<file path="src/rtl/brom_pkg.sv">
package brom_pkg;

  typedef enum logic [2:0] {
    ST_IDLE = 3'd0,
    ST_T1   = 3'd1,
    ST_TW   = 3'd2,
    ST_TB2  = 3'd3,
    ST_TWB  = 3'd4,
    ST_T2   = 3'd5
  } brom_state_e;

endpackage

</file>
<file path="src/rtl/brom_wait_timer.sv">
module brom_wait_timer #(
  parameter int CNT_W = 3
) (
  input  logic             clk,
  input  logic             rst_n,
  input  logic             load,
  input  logic [CNT_W-1:0] load_val,
  output logic             expire
);

  logic [CNT_W-1:0] cnt_q;

  always_ff @(posedge clk) begin
    if (!rst_n) begin
      cnt_q <= '0;
    end else if (load) begin
      cnt_q <= load_val;
    end else if (cnt_q != '0) begin
      cnt_q <= cnt_q - CNT_W'(1);
    end
  end

  assign expire = (cnt_q == CNT_W'(1));


  timer_step_chk: assert property (@(posedge clk) disable iff (!rst_n)
    (!load && cnt_q != '0) |=> (cnt_q == $past(cnt_q) - CNT_W'(1)));

endmodule

</file>
<file path="src/rtl/brom_addr_gen.sv">
module brom_addr_gen #(
  parameter int ADDR_W = 26,
  parameter int DATA_W = 32,
  parameter int BEATS  = 4
) (
  input  logic              clk,
  input  logic              rst_n,
  input  logic              start,
  input  logic [ADDR_W-1:0] start_addr,
  input  logic              inc,
  output logic [$clog2(BEATS)-1:0] beat_idx,
  output logic              last_beat,
  output logic [ADDR_W-1:0] addr
);

  localparam int IDX_W  = $clog2(BEATS);
  localparam int LANE_W = $clog2(DATA_W / 8);
  localparam int OFF_W  = IDX_W + LANE_W;
  localparam logic [ADDR_W-1:0] LINE_MASK = ~ADDR_W'((1 << OFF_W) - 1);

  logic [ADDR_W-1:0] base_q;
  logic [IDX_W-1:0]  idx_q;
  logic [ADDR_W-1:0] offset;

  always_ff @(posedge clk) begin
    if (!rst_n) begin
      base_q <= '0;
      idx_q  <= '0;
    end else if (start) begin
      base_q <= start_addr & LINE_MASK;
      idx_q  <= '0;
    end else if (inc) begin
      idx_q  <= idx_q + IDX_W'(1);
    end
  end

  assign offset    = {{(ADDR_W-OFF_W){1'b0}}, idx_q, {LANE_W{1'b0}}};
  assign addr      = base_q | offset;
  assign beat_idx  = idx_q;
  assign last_beat = (idx_q == IDX_W'(BEATS - 1));


  beat_step_chk: assert property (@(posedge clk) disable iff (!rst_n)
    (inc && !start) |=> (idx_q == $past(idx_q) + IDX_W'(1)));

endmodule

</file>
<file path="src/rtl/brom_rd_capture.sv">
module brom_rd_capture #(
  parameter int DATA_W = 32
) (
  input  logic              clk,
  input  logic              rst_n,
  input  logic              sample,
  input  logic              sample_last,
  input  logic [DATA_W-1:0] bus_data,
  output logic              rsp_valid,
  output logic [DATA_W-1:0] rsp_data,
  output logic              rsp_last
);

  logic              vld_q;
  logic              last_q;
  logic [DATA_W-1:0] data_q;

  always_ff @(posedge clk) begin
    if (!rst_n) begin
      vld_q  <= 1'b0;
      last_q <= 1'b0;
      data_q <= '0;
    end else begin
      vld_q  <= sample;
      last_q <= sample && sample_last;
      if (sample) data_q <= bus_data;
    end
  end

  assign rsp_valid = vld_q;
  assign rsp_data  = data_q;
  assign rsp_last  = last_q;


  last_then_quiet_chk: assert property (@(posedge clk) disable iff (!rst_n)
    rsp_last |=> !rsp_valid);

endmodule

</file>
<file path="src/rtl/brom_burst_rd.sv">
module brom_burst_rd
  import brom_pkg::*;
#(
  parameter int ADDR_W = 26,
  parameter int DATA_W = 32,
  parameter int BEATS  = 4,
  parameter int WAIT_W = 3
) (
  input  logic              clk,
  input  logic              rst_n,
  input  logic              req_valid,
  output logic              req_ready,
  input  logic [ADDR_W-1:0] req_addr,
  input  logic [WAIT_W-1:0] cfg_first_wait,
  input  logic [WAIT_W-1:0] cfg_burst_wait,
  output logic              rsp_valid,
  output logic [DATA_W-1:0] rsp_data,
  output logic              rsp_last,
  output logic              rom_cs_n,
  output logic              rom_rd_n,
  output logic              rom_bs_n,
  output logic              rom_rdwr,
  output logic [ADDR_W-1:0] rom_addr,
  input  logic [DATA_W-1:0] rom_data
);

  localparam int IDX_W = $clog2(BEATS);

  brom_state_e       state_q, state_d;
  logic [WAIT_W-1:0] first_q, burst_q;
  logic              accept;
  logic              tmr_load, tmr_expire;
  logic [WAIT_W-1:0] tmr_val;
  logic [IDX_W-1:0]  beat_idx;
  logic              last_beat, penult;
  logic              busy;

  assign req_ready = (state_q == ST_IDLE);
  assign accept    = req_valid && req_ready;

  always_ff @(posedge clk) begin
    if (!rst_n) begin
      state_q <= ST_IDLE;
      first_q <= '0;
      burst_q <= '0;
    end else begin
      state_q <= state_d;
      if (accept) begin
        first_q <= cfg_first_wait;
        burst_q <= cfg_burst_wait;
      end
    end
  end

  assign tmr_load = (state_q == ST_T1) || (state_q == ST_TB2);
  assign tmr_val  = (state_q == ST_T1) ? first_q : burst_q;

  brom_wait_timer #(.CNT_W(WAIT_W)) u_timer (
    .clk      (clk),
    .rst_n    (rst_n),
    .load     (tmr_load),
    .load_val (tmr_val),
    .expire   (tmr_expire)
  );

  brom_addr_gen #(.ADDR_W(ADDR_W), .DATA_W(DATA_W), .BEATS(BEATS)) u_addr (
    .clk        (clk),
    .rst_n      (rst_n),
    .start      (accept),
    .start_addr (req_addr),
    .inc        (state_q == ST_TB2),
    .beat_idx   (beat_idx),
    .last_beat  (last_beat),
    .addr       (rom_addr)
  );

  assign penult = (beat_idx == IDX_W'(BEATS - 2));

  always_comb begin
    state_d = state_q;
    unique case (state_q)
      ST_IDLE: if (req_valid) state_d = ST_T1;
      ST_T1:   state_d = (first_q == '0) ? ST_TB2 : ST_TW;
      ST_TW:   if (tmr_expire) state_d = ST_TB2;
      ST_TB2: begin
        if (burst_q != '0)  state_d = ST_TWB;
        else if (penult)    state_d = ST_T2;
        else                state_d = ST_TB2;
      end
      ST_TWB:  if (tmr_expire) state_d = last_beat ? ST_T2 : ST_TB2;
      ST_T2:   state_d = ST_IDLE;
      default: state_d = ST_IDLE;
    endcase
  end

  assign busy     = (state_q != ST_IDLE);
  assign rom_cs_n = !busy;
  assign rom_rd_n = !busy;
  assign rom_bs_n = (state_q != ST_T1);
  assign rom_rdwr = 1'b1;

  brom_rd_capture #(.DATA_W(DATA_W)) u_cap (
    .clk         (clk),
    .rst_n       (rst_n),
    .sample      ((state_q == ST_TB2) || (state_q == ST_T2)),
    .sample_last (state_q == ST_T2),
    .bus_data    (rom_data),
    .rsp_valid   (rsp_valid),
    .rsp_data    (rsp_data),
    .rsp_last    (rsp_last)
  );


  bs_after_accept_chk: assert property (@(posedge clk) disable iff (!rst_n)
    !rom_bs_n |-> $past(req_valid && req_ready));


  bs_after_idle_chk: assert property (@(posedge clk) disable iff (!rst_n)
    !rom_bs_n |-> $past(rom_cs_n));


  cfg_hold_chk: assert property (@(posedge clk) disable iff (!rst_n)
    (state_q != ST_IDLE && state_q != ST_T1) |-> ($stable(first_q) && $stable(burst_q)));


  select_pair_chk: assert property (@(posedge clk) disable iff (!rst_n)
    $fell(rom_cs_n) |-> !rom_bs_n);

endmodule

</file>
<file path="config.mk">
export PLATFORM = sky130hd
export DESIGN_NAME = brom_burst_rd
export DESIGN_NICKNAME = d
export VERILOG_FILES = /design/src/rtl/brom_pkg.sv /design/src/rtl/brom_wait_timer.sv /design/src/rtl/brom_addr_gen.sv /design/src/rtl/brom_rd_capture.sv /design/src/rtl/brom_burst_rd.sv
export SDC_FILE = /design/constraint.sdc
export NUM_CORES = 1
export LEC_CHECK = 0
export ABC_CLOCK_PERIOD_IN_PS = 1700
export BUFFER_PORTS_ARGS = -buffer_cell sky130_fd_sc_hd__clkbuf_2
export CORE_MARGIN = 2
export CORE_UTILIZATION = 35
export CTS_CLUSTER_DIAMETER = 60
export CTS_CLUSTER_SIZE = 10
export DETAILED_ROUTE_END_ITERATION = 7
export SLEW_MARGIN = 20
export SYNTH_ARGS = -nofsm -noshare
export SYNTH_HDL_FRONTEND = slang
export SYNTH_HIERARCHICAL = 1
export SYNTH_SLANG_ARGS = --single-unit
</file>
<file path="constraint.sdc">
create_clock -name clk -period 1.7 [get_ports clk]
set_input_delay 0.085 -clock clk [delete_from_list [all_inputs] [get_ports clk]]
set_output_delay 0.085 -clock clk [all_outputs]
set_load 0.1 [all_outputs]
</file>
==> flow_metrics.tcl <==
set metrics [dict create \
    status "complete, no violations" \
    post-route-period-util_pct 96.7 \
    diodes 0 \
    drive_gt1_share_pct 39.3 \
    layout_common_cells "120 x clkbuf_2, 65 x dfxtp_1, 64 x nor2b_1, 61 x mux2i_1, 35 x dlygate4sd3_1" \
    drt_iter0_drc 33 \
    synthArstFlopShare_pct 0 \
    cts_tree "done" \
    cts.sinks 70 \
    synth_top_area_cell "dfxtp_1" \
    ys_types 40 \
    via_per_inst 4.33 \
    synthesis.area_um2 3060 \
    setup_tns_ns 0 \
    drv_cap 0 \
    synth_top_cell_area_share_pct 45.7 \
    crit_type "flip-flop to flip-flop" \
    pwr-share-clk_pct 24.2 \
    grtUsageTotal_pct 14.0 \
    use_met3_pct 5.40 \
    fp.dieH_um 97.6 \
    min_period_ns 1.64 \
    drv_slew 0 \
    cp.arrival_ns 1.87 \
    grt_overflow 0 \
    p_total_mw 6.81 \
    min_path_type "primary input to flip-flop" \
    yosysWarnings 6 \
    antenna_left 0 \
    endpoint_kind "flip-flop" \
    cts_max_path_buffers 2 \
    hold_violations 0 \
    ys_seq_area_share_pct 45.7 \
    die_w_um 97.6 \
    sw_frac_of_total_pct 42.9 \
    layout_commonest_cell "clkbuf_2" \
    fin_skew_ns 0.00869 \
    setup_viol 0 \
    clk_pin_slew_ns 0.08 \
    grt_pass1_vias 2369 \
    maxSlewHeadroom_pct 62.6 \
    vdd_drop_max_uv 948 \
    num_rows 34 \
    power_switching_mw 2.92 \
    fin_ws_ns 0.0558 \
    syn_inst 283 \
    nets 519 \
    initial_core_util_pct 35.7 \
    die_area_um2 9520 \
    grt_max_degree 28 \
    place_ws_ns -0.0631 \
    seq_power_share_pct 29.8 \
    combPwrFrac_pct 45.9 \
    wire_per_inst_um 11.9 \
    gp_congestion 0.737 \
    synth.avg_cell_area_um2 10.8 \
    clkLatencyLatePin_ns 0.34 \
    fmax_ghz 0.608 \
    cp_max_fo 3 \
    dp_hpwl_mm 4.61 \
    area_growth_pct 46.8 \
    routed_wl_mm 6.66 \
    vias 2430 \
    met1_usage_pct 16.5 \
    leakage_nw 1.96 \
    gr-usage-met2_pct 23.9 \
    ys.flop_type "dfxtp_1" \
    p_int_mw 3.89 \
    grt_pass1_wl_mm 10.9 \
    synth_edf_count 0 \
    io_pins 132 \
    hold_ws_ns 0.00996 \
    drc 0 \
    port_buffers 124 \
    cts.htree.levels 3 \
    top_usage_layer "met2" \
    required_ns 1.93 \
    cts_buffers 9 \
    setup.worst_path.start_class "flip-flop" \
    synth_seq_cells 70 \
    fp.coreArea_um2 8590 \
    worstMarginPinSlew_ns 0.563 \
    synth.area.top_cells "dfxtp_1 46%, mux2i_1 20%, nor2b_1 13%" \
    root_buffer "clkbuf_8" \
    dr.pass1.iters 4 \
    grt_antenna_before_repair 0 \
    p_per_area_nw_per_um2 1510 \
]
-- cells in the mapped netlist, types with 2 or more instances --
cell       count
a2111oi_1      2
and2_1         2
and2b_4        2
buf_12         5
buf_2          3
buf_4          8
buf_6          2
clkbuf_1       5
conb_1         2
dfxtp_1       70
ha_1           4
inv_1          4
mux2i_1       61
nand2_1       12
nand2b_1       3
nor2_1         5
nor2b_1       65
nor2b_2        2
nor3_1         2
nor3b_1        2
nor4b_1        3
-- metrics by stage --
stage	instance area [um2]	utilization [%]	instances
final	4500	52.3	561
after global routing	4500	52.3	561
after CTS	4440	51.6	559
after detailed placement	3840	44.6	509
after global placement	3840	44.6	509
after floorplan	3100	-	284
-- repair_timing --
action,CTS,global route
endpoints found under the setup margin,1,6
hold endpoints to repair,34,1
cloned,0,0
gates resized for setup,2,11
hold buffers,34,1
buffers inserted,0,1
pin swaps,1,2
-- layout make-up --
cell class	instances	area [um2]
Clock buffer	11	141
Clock inverter	5	106
Fill cell	804	4100
Inverter	5	21.3
Multi-Input combinational cell	186	1500
Sequential cell	70	1410
Tap cell	108	135
Timing Repair Buffer	176	1180
-- power by group through the flow --
stage / registers, mW / logic [mW] / clock network, mW
3_3_place_gp: 2.04 / 2.98 / 0
5_1_grt: 2.07 / 3.28 / 1.79
4_1_cts: 2.02 / 3.08 / 1.70
3_5_place_dp: 2.05 / 3.01 / 0
2_1_floorplan: 3.01 / 1.56 / 0
6_report: 2.03 / 3.13 / 1.65
-- layer usage --
| layer | part of all wire (%) | vias to the layer above |
|---|---|---|
| met5 | 0 | - |
| met4 | 1.1 | 0 |
| met3 | 6.5 | 8 |
| met2 | 48 | 80 |
| met1 | 44 | 1084 |
| li1 | - | 1258 |
-- sequential cells by signal, indices dropped and copies added, names as in the netlist --
name / count
u_addr/beat_idx: 2
burst_q: 3
u_cap/rsp_last: 1
u_cap/rsp_data: 32
state_q: 3
u_addr/base_q: 22
u_timer/cnt_q: 3
u_cap/rsp_valid: 1
first_q: 3
-- cell families (layout without fill, tap and decap cells) --
kind of cell	Yosys count	in the layout	synth area share, %
fa+ha+maj	4	4	1.63
other cells	2	3	0.245
xor+xnor	1	1	0.286
mux	62	62	20.3
flops	70	70	45.7
buf+inv	28	197	7.68
compound gates	10	10	2.70
simple gates	106	106	21.4
-- worst max-delay path, cell delays in order (launching register included) --
cell	delay [ns]
dfxtp_2	0.34
inv_2	0.04
ha_2	0.15
nor2b_4	0.13
and3b_2	0.22
o41ai_4	0.40
a311oi_2	0.07
a31o_1	0.19
-- final timing paths --
check,startpoint,endpoint,slack (ns),depth (start not counted)
worst min register to register,u_addr/base_q[16]$_SDFFE_PN0P_,u_addr/base_q[16]$_SDFFE_PN0P_,0.52,2
worst max register to register,u_timer/cnt_q[1]$_SDFFE_PN0P_,state_q[1]$_SDFFE_PN0P_,0.06,7
worst min-delay path,req_addr[20],u_addr/base_q[20]$_SDFFE_PN0P_,0.01,3
worst max-delay path,u_timer/cnt_q[1]$_SDFFE_PN0P_,state_q[1]$_SDFFE_PN0P_,0.06,7
Power figures use the tool's default switching activity.
